===== src/rtl/wpot_pkg.sv =====
package wpot_pkg;
   localparam int NUM_CH    = 3;
   localparam int ADDR_W    = 5;
   localparam int USER_BASE = 5;
   localparam int TOL_BASE  = 24;
   localparam int TOL_COUNT = 2 * NUM_CH;

   localparam logic [3:0] DEV_PREFIX = 4'b0101;

   typedef enum logic [2:0] {
      PH_IDLE,
      PH_ADDR,
      PH_INSTR,
      PH_WDATA,
      PH_RDATA,
      PH_DRAIN
   } phase_t;

   typedef enum logic [1:0] {
      ADJ_INC  = 2'd0,
      ADJ_DEC  = 2'd1,
      ADJ_DBL  = 2'd2,
      ADJ_HALF = 2'd3
   } adj_op_t;

   typedef struct packed {
      logic              shadow;
      logic [ADDR_W-1:0] addr;
   } ptr_t;
endpackage


===== src/rtl/wpot_cmd_decode.sv =====
module wpot_cmd_decode
   import wpot_pkg::*;
(
   input  logic [7:0]        instr,
   output logic              is_cmd,
   output logic [NUM_CH-1:0] restore_mask,
   output logic [NUM_CH-1:0] store_mask,
   output logic [NUM_CH-1:0] adj_mask,
   output adj_op_t           adj_op
);
   logic [3:0]        code;
   logic [2:0]        chan;
   logic [NUM_CH-1:0] one;

   always_comb begin
      is_cmd = instr[7];
      code   = instr[6:3];
      chan   = instr[2:0];
      for (int c = 0; c < NUM_CH; c++) one[c] = (32'(chan) == c);
      restore_mask = '0;
      store_mask   = '0;
      adj_mask     = '0;
      adj_op       = ADJ_INC;
      if (is_cmd) begin
         case (code)
            4'd1:  restore_mask = one;
            4'd2:  store_mask   = one;
            4'd3:  begin adj_op = ADJ_HALF; adj_mask = one; end
            4'd4:  begin adj_op = ADJ_HALF; adj_mask = '1;  end
            4'd5:  begin adj_op = ADJ_DEC;  adj_mask = one; end
            4'd6:  begin adj_op = ADJ_DEC;  adj_mask = '1;  end
            4'd7:  restore_mask = '1;
            4'd8:  begin adj_op = ADJ_DBL;  adj_mask = one; end
            4'd9:  begin adj_op = ADJ_DBL;  adj_mask = '1;  end
            4'd10: begin adj_op = ADJ_INC;  adj_mask = one; end
            4'd11: begin adj_op = ADJ_INC;  adj_mask = '1;  end
            default: ;
         endcase
      end
   end
endmodule


===== src/rtl/wpot_bank.sv =====
module wpot_bank
   import wpot_pkg::*;
#(
   parameter  int WIDE   = 9,
   parameter  int NARROW = 7,
   localparam int VW     = NUM_CH * WIDE
) (
   input  logic              clk,
   input  logic              por_n,
   input  logic [NUM_CH-1:0] load_mask,
   input  logic [VW-1:0]     load_val,
   input  logic              wr_en,
   input  logic [ADDR_W-1:0] wr_addr,
   input  logic [7:0]        wr_data,
   input  logic [ADDR_W-1:0] rd_addr,
   output logic [7:0]        rd_data,
   output logic [VW-1:0]     val
);
   if (WIDE < 9 || WIDE > 16) begin : g_bad_wide
      $error("wpot_bank: WIDE must lie in 9..16");
   end
   if (NARROW < 1 || NARROW > 8) begin : g_bad_narrow
      $error("wpot_bank: NARROW must lie in 1..8");
   end

   logic [7:0] rd_part [NUM_CH];

   for (genvar ch = 0; ch < NUM_CH; ch++) begin : g_ch
      localparam int W = (ch == NUM_CH - 1) ? NARROW : WIDE;
      localparam logic [ADDR_W-1:0] LO = ADDR_W'(2 * ch);
      logic [W-1:0] r;
      logic [W-1:0] wr_val;

      if (W > 8) begin : g_two_byte
         always_comb begin
            wr_val = r;
            if (wr_addr == LO)        wr_val[7:0]   = wr_data;
            if (wr_addr == LO + 1'b1) wr_val[W-1:8] = wr_data[W-9:0];
         end
         assign rd_part[ch] = (rd_addr == LO)        ? r[7:0] :
                              (rd_addr == LO + 1'b1) ? 8'(r[W-1:8]) : 8'h00;
      end else begin : g_one_byte
         logic [WIDE-W-1:0] unused_hi;
         assign unused_hi   = load_val[ch*WIDE+W +: WIDE-W];
         assign wr_val      = (wr_addr == LO) ? wr_data[W-1:0] : r;
         assign rd_part[ch] = (rd_addr == LO) ? 8'(r) : 8'h00;
      end

      always_ff @(posedge clk) begin
         if (!por_n)             r <= {1'b1, {(W-1){1'b0}}};
         else if (load_mask[ch]) r <= load_val[ch*WIDE +: W];
         else if (wr_en)         r <= wr_val;
      end

      assign val[ch*WIDE +: WIDE] = WIDE'(r);
   end

   always_comb begin
      rd_data = '0;
      for (int c = 0; c < NUM_CH; c++) rd_data |= rd_part[c];
   end
endmodule


===== src/rtl/wpot_nvm_aux.sv =====
module wpot_nvm_aux
   import wpot_pkg::*;
#(
   parameter  int                     USER_BYTES   = 11,
   parameter  int                     WRITE_CYCLES = 200,
   parameter  logic [8*TOL_COUNT-1:0] TOL_BYTES    = 48'h10_03_80_81_40_02,
   localparam int                     CW           = $clog2(WRITE_CYCLES + 1),
   localparam int                     IW           = $clog2(USER_BYTES)
) (
   input  logic              clk,
   input  logic              por_n,
   input  logic              wr_en,
   input  logic [ADDR_W-1:0] wr_addr,
   input  logic [7:0]        wr_data,
   input  logic [ADDR_W-1:0] rd_addr,
   output logic [7:0]        rd_data,
   input  logic              kick,
   output logic              busy
);
   if (USER_BYTES < 2 || USER_BASE + USER_BYTES > TOL_BASE) begin : g_bad_user
      $error("wpot_nvm_aux: user bytes overlap the tolerance bytes");
   end
   if (WRITE_CYCLES < 1) begin : g_bad_wait
      $error("wpot_nvm_aux: WRITE_CYCLES must be at least 1");
   end

   localparam logic [ADDR_W-1:0] USER_LO = ADDR_W'(USER_BASE);
   localparam logic [ADDR_W-1:0] USER_HI = ADDR_W'(USER_BASE + USER_BYTES - 1);
   localparam logic [ADDR_W-1:0] TOL_LO  = ADDR_W'(TOL_BASE);
   localparam logic [ADDR_W-1:0] TOL_HI  = ADDR_W'(TOL_BASE + TOL_COUNT - 1);

   logic [7:0]    user [USER_BYTES];
   logic [CW-1:0] cnt;

   always_ff @(posedge clk) begin
      if (!por_n) begin
         for (int i = 0; i < USER_BYTES; i++) user[i] <= '0;
      end else if (wr_en && wr_addr >= USER_LO && wr_addr <= USER_HI) begin
         user[IW'(wr_addr - USER_LO)] <= wr_data;
      end
   end

   always_ff @(posedge clk) begin
      if (!por_n)          cnt <= '0;
      else if (kick)       cnt <= CW'(WRITE_CYCLES);
      else if (cnt != '0)  cnt <= cnt - 1'b1;
   end
   assign busy = (cnt != '0);

   always_comb begin
      rd_data = '0;
      if (rd_addr >= USER_LO && rd_addr <= USER_HI)
         rd_data = user[IW'(rd_addr - USER_LO)];
      else if (rd_addr >= TOL_LO && rd_addr <= TOL_HI)
         rd_data = TOL_BYTES[8*int'(rd_addr - TOL_LO) +: 8];
   end

   assert_kick_loads_busy_R9: assert property (@(posedge clk) disable iff (!por_n)
      kick |=> busy);
   assert_busy_from_kick_R9: assert property (@(posedge clk) disable iff (!por_n)
      $rose(busy) |-> $past(kick));
endmodule


===== src/rtl/wpot_slave.sv =====
module wpot_slave
   import wpot_pkg::*;
#(
   parameter int                     WIDE_BITS    = 9,
   parameter int                     NARROW_BITS  = 7,
   parameter int                     USER_BYTES   = 11,
   parameter int                     WRITE_CYCLES = 200,
   parameter logic [8*TOL_COUNT-1:0] TOL_BYTES    = 48'h10_03_80_81_40_02
) (
   input  logic                   clk,
   input  logic                   por_n,
   input  logic                   reload_n,
   input  logic                   wp_n,
   input  logic [1:0]             dev_sel,
   input  logic                   bus_start,
   input  logic                   bus_stop,
   input  logic                   rx_valid,
   input  logic [7:0]             rx_byte,
   output logic                   ack_stb,
   output logic                   ack,
   input  logic                   tx_req,
   output logic [7:0]             tx_byte,
   output logic                   adj_valid,
   output logic [1:0]             adj_op,
   output logic [NUM_CH-1:0]      adj_mask,
   output logic [WIDE_BITS-1:0]   wiper_a,
   output logic [WIDE_BITS-1:0]   wiper_b,
   output logic [NARROW_BITS-1:0] wiper_c
);
   localparam int VW = NUM_CH * WIDE_BITS;

   phase_t            phase;
   ptr_t              ptr;
   logic              pend;
   adj_op_t           adj_op_q;
   logic [6:0]        dev_addr;
   logic              byte_ok, cmd_fire, wr_fire;
   logic              dec_is_cmd;
   logic [NUM_CH-1:0] dec_restore, dec_store, dec_adj;
   adj_op_t           dec_op;
   logic [NUM_CH-1:0] wk_load, sh_load;
   logic [VW-1:0]     wk_val, sh_val;
   logic [7:0]        wk_rd, sh_rd, aux_rd;
   logic              nvm_busy, kick;

   assign dev_addr = {DEV_PREFIX, 1'b1, dev_sel};
   assign byte_ok  = rx_valid && !bus_start && !bus_stop;
   assign cmd_fire = byte_ok && phase == PH_INSTR && dec_is_cmd;
   assign wr_fire  = byte_ok && phase == PH_WDATA && wp_n;
   assign wk_load  = (cmd_fire ? dec_restore : '0) | (reload_n ? '0 : '1);
   assign sh_load  = (cmd_fire && wp_n) ? dec_store : '0;
   assign kick     = bus_stop && pend;

   wpot_cmd_decode i_decode (
      .instr(rx_byte), .is_cmd(dec_is_cmd), .restore_mask(dec_restore),
      .store_mask(dec_store), .adj_mask(dec_adj), .adj_op(dec_op)
   );

   wpot_bank #(.WIDE(WIDE_BITS), .NARROW(NARROW_BITS)) i_work (
      .clk, .por_n, .load_mask(wk_load), .load_val(sh_val),
      .wr_en(wr_fire && !ptr.shadow), .wr_addr(ptr.addr), .wr_data(rx_byte),
      .rd_addr(ptr.addr), .rd_data(wk_rd), .val(wk_val)
   );

   wpot_bank #(.WIDE(WIDE_BITS), .NARROW(NARROW_BITS)) i_shadow (
      .clk, .por_n, .load_mask(sh_load), .load_val(wk_val),
      .wr_en(wr_fire && ptr.shadow), .wr_addr(ptr.addr), .wr_data(rx_byte),
      .rd_addr(ptr.addr), .rd_data(sh_rd), .val(sh_val)
   );

   wpot_nvm_aux #(.USER_BYTES(USER_BYTES), .WRITE_CYCLES(WRITE_CYCLES), .TOL_BYTES(TOL_BYTES)) i_aux (
      .clk, .por_n, .wr_en(wr_fire && ptr.shadow), .wr_addr(ptr.addr), .wr_data(rx_byte),
      .rd_addr(ptr.addr), .rd_data(aux_rd), .kick, .busy(nvm_busy)
   );

   always_ff @(posedge clk) begin
      if (!por_n) begin
         phase     <= PH_IDLE;
         ptr       <= '0;
         pend      <= 1'b0;
         ack_stb   <= 1'b0;
         ack       <= 1'b0;
         adj_valid <= 1'b0;
         adj_op_q  <= ADJ_INC;
         adj_mask  <= '0;
      end else begin
         ack_stb   <= 1'b0;
         ack       <= 1'b0;
         adj_valid <= 1'b0;
         if (bus_stop) begin
            phase <= PH_IDLE;
            pend  <= 1'b0;
         end else if (bus_start) begin
            phase <= PH_ADDR;
         end else if (rx_valid) begin
            ack_stb <= 1'b1;
            case (phase)
               PH_ADDR: begin
                  if (rx_byte[7:1] == dev_addr && !nvm_busy) begin
                     ack   <= 1'b1;
                     phase <= rx_byte[0] ? PH_RDATA : PH_INSTR;
                  end else begin
                     phase <= PH_IDLE;
                  end
               end
               PH_INSTR: begin
                  ack <= 1'b1;
                  if (dec_is_cmd) begin
                     phase     <= PH_DRAIN;
                     adj_valid <= wp_n && (dec_adj != '0);
                     adj_op_q  <= dec_op;
                     adj_mask  <= dec_adj;
                     if (wp_n && dec_store != '0) pend <= 1'b1;
                  end else begin
                     ptr   <= '{shadow: rx_byte[6], addr: rx_byte[4:0]};
                     phase <= PH_WDATA;
                  end
               end
               PH_WDATA: begin
                  ack      <= 1'b1;
                  ptr.addr <= ptr.addr + 1'b1;
                  if (wp_n && ptr.shadow) pend <= 1'b1;
               end
               PH_DRAIN: ack <= 1'b1;
               default:  ack <= 1'b0;
            endcase
         end else if (tx_req && phase == PH_RDATA) begin
            ptr.addr <= ptr.addr + 1'b1;
         end
      end
   end

   assign tx_byte = ptr.shadow ? (sh_rd | aux_rd) : wk_rd;
   assign adj_op  = adj_op_q;
   assign wiper_a = wk_val[0 +: WIDE_BITS];
   assign wiper_b = wk_val[WIDE_BITS +: WIDE_BITS];
   assign wiper_c = wk_val[2*WIDE_BITS +: NARROW_BITS];

   assert_addr_mismatch_nack_R1: assert property (@(posedge clk) disable iff (!por_n)
      (byte_ok && phase == PH_ADDR && rx_byte[7:1] != dev_addr) |=> (ack_stb && !ack));
   assert_busy_nack_R9: assert property (@(posedge clk) disable iff (!por_n)
      (byte_ok && phase == PH_ADDR && nvm_busy) |=> (ack_stb && !ack));
   assert_protect_holds_wipers_R10: assert property (@(posedge clk) disable iff (!por_n)
      (!wp_n && reload_n && !(cmd_fire && dec_restore != '0)) |=> $stable(wk_val));
   assert_protect_holds_shadow_R10: assert property (@(posedge clk) disable iff (!por_n)
      (!wp_n) |=> $stable(sh_val));
   assert_adjust_gated_R8: assert property (@(posedge clk) disable iff (!por_n)
      adj_valid |-> ($past(wp_n) && adj_mask != '0));
   assert_ack_only_strobed_R1: assert property (@(posedge clk) disable iff (!por_n)
      ack |-> ack_stb);
endmodule


===== config.mk =====
export PLATFORM = sky130hd
export DESIGN_NAME = wpot_slave
export DESIGN_NICKNAME = d
export VERILOG_FILES = /design/src/rtl/wpot_pkg.sv /design/src/rtl/wpot_cmd_decode.sv /design/src/rtl/wpot_bank.sv /design/src/rtl/wpot_nvm_aux.sv /design/src/rtl/wpot_slave.sv
export SDC_FILE = /design/constraint.sdc
export NUM_CORES = 1
export LEC_CHECK = 0
export BUFFER_PORTS_ARGS = -buffer_cell sky130_fd_sc_hd__buf_2
export CAP_MARGIN = 10
export CORE_MARGIN = 2
export CORE_UTILIZATION = 50
export DETAILED_ROUTE_END_ITERATION = 7
export PLACE_DENSITY = 0.67
export SLEW_MARGIN = 20
export SYNTH_ARGS = -nofsm -noshare
export SYNTH_HDL_FRONTEND = slang
export SYNTH_HIERARCHICAL = 1
export SYNTH_SLANG_ARGS = --single-unit

===== constraint.sdc =====
create_clock -name clk -period 8.9 [get_ports clk]
set_input_delay 0.445 -clock clk [delete_from_list [all_inputs] [get_ports clk]]
set_output_delay 0.445 -clock clk [all_outputs]
set_load 0.1 [all_outputs]

# ---- Word level (Yosys, flattened, before mapping)
# Memory sizes are Yosys's and may differ from the RTL's.
# Cells that the tools add are included.
dict set report op_classes {
  eq_ne 28
  shift 1
  n_reduce_logical 78
  n_lt_le_gt_ge 4
  muxes 66
  bitwise 12
  add_sub_neg 4
}
# operator n
set ops {}
lappend ops {{$mux 8} 12}
lappend ops {{$mux 9} 8}
lappend ops {{$mux 7} 7}
lappend ops {{$shiftx 48x32->8 const A} 1}
lappend ops {{$reduce_bool 2->1} 21}
lappend ops {{$or 8x8->8} 5}
lappend ops {{$mux 3} 10}
lappend ops {{$reduce_and 2->1} 12}
lappend ops {{$logic_and 1x1->1} 19}
lappend ops {{$mux 1} 18}
lappend ops {{$pmux 3 s2} 3}
lappend ops {{$eq 4x3->1 const B} 4}
lappend ops {{$eq 4x4->1 const B} 4}
lappend ops {{$mux 5} 3}
lappend ops {{$reduce_and 5->1} 3}
lappend ops {{$reduce_or 4->1} 3}
lappend ops {{$eq 5x2->1 const B} 2}
lappend ops {{$pmux 5 s2} 1}
lappend ops {{$reduce_or 2->1} 5}
lappend ops {{$eq 3x2->1 const B} 3}
lappend ops {{$reduce_bool 3->1} 3}
lappend ops {{$eq 4x2->1 const B} 2}
lappend ops {{$reduce_bool 8->1} 1}
lappend ops {{$reduce_or 8->1} 1}
lappend ops {{other kinds (29)} 42}
dict set report totals {
  ff_bits 76
  out_inout_bits 41
  word_cells 216
  inputBits 18
  ramBits 88
  n_memories 1
}
# memory words width rd rd_clocked_by_memory_dff write_ports line
set memory_table {}
lappend memory_table {i_aux.user 11 8 1 0 11 wpot_nvm_aux.sv:32} ;# logic [7:0] user [USER_BYTES];

# ---- Depth between registers and ports, before layout
dict set report depth {
  depth_word 13
  ltp_mapped 13
  mapped_depth_nobuf 8
}

# ---- Hierarchy
# Netlist, hierarchy kept.
# mod seq_area_each_um2 cells_each area_per_inst_um2 n_inst
set modules_own_cells {}
lappend modules_own_cells {wpot_nvm_aux 3923.8 458 6391.1 1}
lappend modules_own_cells {wpot_bank 500.5 187 1524.0 2}
lappend modules_own_cells {wpot_slave 360.3 154 1242.4 1}
lappend modules_own_cells {wpot_cmd_decode 0.0 41 269.0 1}

# ---- Worst setup path before layout
# No wires, ideal clock.
dict set report synth_path {
  path_type {register to output}
  startpoint {register ptr[0] (netlist bit)}
  endpoint {output port tx_byte[6]}
  path_buffers 5
  arrival_ps 4398
  t_required_ps 8455
  path_stages_with_launch 14
  slack_ps 4057
  path_cell_list {dfxtp_1 -> buf_4 -> buf_4 -> inv_1 -> ha_1 -> buf_2 -> buf_2 -> buf_2 -> mux4_2 -> mux2i_1 -> mux2_2 -> o22ai_1 -> nor2_1 -> a21oi_1}
}
dict set report synth_via {
  elab_chain_cells 6
  elab_cells_between_ends 27
  cone_classes {add/sub: 2; order compare: 4; eq/ne: 2; shift: 1; mux: 9; bitwise: 5; reduce/logical: 3; memory: 1}
}
# element line
set synth_rtl {}
lappend synth_rtl {{start, declared} wpot_slave.sv:33} ;# ptr_t ptr;
lappend synth_rtl {{start signal, assigned} wpot_slave.sv:115} ;# ptr <= '{shadow: rx_byte[6], addr: rx_byte[4:0]};
lappend synth_rtl {{$sub 5x5->6, or another cell as far along} wpot_nvm_aux.sv:55} ;# rd_data = TOL_BYTES[8*int'(rd_addr - TOL_LO) +: 8];
lappend synth_rtl {{$shiftx 48x32->8 or $logic_and 1x1->1 (tied branches)} {wpot_nvm_aux.sv:55, wpot_nvm_aux.sv:54}}
lappend synth_rtl {{$mux 8} wpot_nvm_aux.sv:54} ;# else if (rd_addr >= TOL_LO && rd_addr <= TOL_HI)
lappend synth_rtl {{$mux 8 (*)} wpot_nvm_aux.sv:52} ;# if (rd_addr >= USER_LO && rd_addr <= USER_HI)
lappend synth_rtl {{via aux_rd[6]} wpot_slave.sv:43} ;# logic [7:0] wk_rd, sh_rd, aux_rd;
lappend synth_rtl {{$or 8x8->8 (*)} wpot_slave.sv:133} ;# assign tx_byte = ptr.shadow ? (sh_rd | aux_rd) : wk_rd;
lappend synth_rtl {{$mux 8 (*)} wpot_slave.sv:133}
lappend synth_rtl {{end, declared} wpot_slave.sv:22} ;# output logic [7:0] tx_byte,
# The timed path passes the listed nets; every way through them passes the cells marked *.

# ---- Worst setup path after layout
dict set report layout_path {
  startpoint {register ptr[0] (netlist bit)}
  endpoint {output port tx_byte[3]}
}
# The elaborated chain is that of the path after synthesis.

==> results_dict.tcl <==
set metrics [dict create \
    finalCritPeriodShare 0.464 \
    multi_input_area_um2 5130 \
    arrival_ps 3690 \
    hold_violations 0 \
    clkSinkCount 204 \
    post_cts_resize_count 0 \
    clock_latency_ps 530 \
    power-per-cell-area_nw_per_um2 182 \
    post-route-worst-setup-slack_ps 4770 \
    unrepaired_setup_endpoints_after_global_routing "false" \
    num_vias 8407 \
    final-setup-viol-count 0 \
    reg2regPathDepth 7 \
    finish.net_count 1080 \
    worstSetupPathDepth 9 \
    first_pass_iters 6 \
    die_h_um 152 \
    final.setup_skew_ps 24.6 \
    vias_per_cell 6.24 \
    cts_tree "done" \
    global_route_wire_length_before_repair_um 45200 \
    cp_top_family "multiplexers" \
    critical_path.endpoint_type "output pin" \
    fill_cells 1861 \
    critical_path_buf_inv_count 3 \
    die_x_um 152 \
    max_slew.worst_pin.slew_ps 992 \
    area_of_the_die_um2 23000 \
    min_delay_path_depth 3 \
    fin_tns_setup_ps 0 \
    path_cells "inv_1 -> ha_1 -> buf_4 -> mux4_2 -> mux2i_1 -> a211oi_1 -> nor2_1 -> a21oi_1 -> buf_2" \
    number_of_placement_rows 54 \
    ctsHtreeMaxLevel 1 \
    run_status "finished clean" \
    timing.max_cap.violations 0 \
    cp_max_fo 28 \
    place_area_um2 11300 \
    vias_in_the_first_global_route 7840 \
    slowest_delay_ps 560 \
    detailed_route_drc_error_count 0 \
    detail_route.iter0.violations 713 \
    fraction_of_layout_instances_using_a_drive_strength_above_1 0.197 \
    mappedNetlistArea_um2 10900 \
    postCtsSetupRepairBufs 0 \
    areaGrowthSynthToFinish_pct 10.2 \
    postCtsHoldBufs 0 \
    antenna_found_initial 0 \
    worst-setup-path-type "register to output pin" \
    net_count_of_the_mapped_netlist 1051 \
    cp-start-kind "register" \
    postLayoutCoreUtil 0.556 \
    timing.fmax_ghz 0.242 \
    layout.area.seq_um2 5290 \
    cts-buffers-inserted 23 \
    pre_cts_ws_ps 5060 \
    critical_path_required_ps 8460 \
    number_of_slew_limit_violations_in_the_final_report 0 \
    groute.usage.overall 0.257 \
    r2r-start "phase[1]" \
    grt_start_max_net_pins 60 \
    min-delay-start "bus_start" \
    detail_route.wirelength_um 29600 \
    route.detailed.wl_per_inst_um 22.0 \
    place_congestion 0.885 \
    yosysWarnings 6 \
    crit_path_time_final_ps 4130 \
    ant_nets 0 \
    syn_avg_cell_area_um2 10.7 \
    power.static_leakage_nw 4.22 \
    worstSetupStartpoint "ptr[0]" \
    clock_slew_at_reported_path_ffs_ps 60 \
    relSlewSlack 0.334 \
    peakVddDrop_v 0.000122 \
    critical-path-slowest-cell "mux4_2" \
    post_synthesis_cell_count 1021 \
    final_common_cell "nor2_1" \
    hold_path.class "input port to register" \
    antenna_cells_inserted 0 \
    floorplan_core_area_um2 21600 \
    num_io_pins 59 \
    portBuffers 58 \
    overflow 0 \
    clk_path_buf_depth 3 \
    initial_util 0.505 \
    stdcell_area_um2 12000 \
    final_cell_mix "168 x nor2_1, 120 x edfxtp_1, 83 x dfxtp_1" \
    cts-root-buf "clkbuf_16" \
    place_hpwl_um 19600 \
]
## where the power goes
group          switching, W  internal, W
Clock              0.000384     0.000505
Sequential        0.0000271      0.00103
Combinational      0.000154    0.0000802
Total              0.000566      0.00162
## per-stage QoR
step,hold WS (ps),power [W],instances
2_1_floorplan,429,0.00126,1021
3_3_place_gp,449,0.00131,1305
3_5_place_dp,483,0.00131,1305
4_1_cts,208,0.00220,1347
5_1_grt,224,0.00227,1347
6_report,222,0.00218,1347
## worst paths after layout
kind	slack, ps	end
min reg2reg	490	adj_op[0]
max	4770	tx_byte[3]
max reg2reg	5110	i_aux/user[13][3]
min	220	phase[0]
## tightest hold or removal path, delay by kind of cell
kind | cells | cell delay, ps
compound gates | 1 | 60
simple gates | 1 | 80
buf+inv | 1 | 120
## final cells by class
cell class	instances	share of cell area
Sequential cell	204	0.440
Multi-Input combinational cell	702	0.426
Clock buffer	25	0.0485
Timing Repair Buffer	69	0.0310
Tap cell	280	0.0291
Inverter	50	0.0156
Clock inverter	17	0.0101
## sequential cells by signal, summed over array words and instances (netlist names)
name and count:
adj_valid 1, ack 1, i_work/g_ch.r 25, pend 1, ptr 6, i_aux/user 128, ack_stb 1, i_aux/cnt 8
i_shadow/g_ch.r 25, phase 3, adj_mask 3, adj_op 2
## per-layer routing
metal / vias to the layer above / GRT usage / part of all wire
met4: 0 / 0.0940 / 0.033
met2: 327 / 0.434 / 0.49
li1: 3909 / - / -
met3: 58 / 0.0374 / 0.065
met1: 4113 / 0.338 / 0.42
met5: - / 0 / 0
No activity file was read; power rests on OpenSTA's default activity.
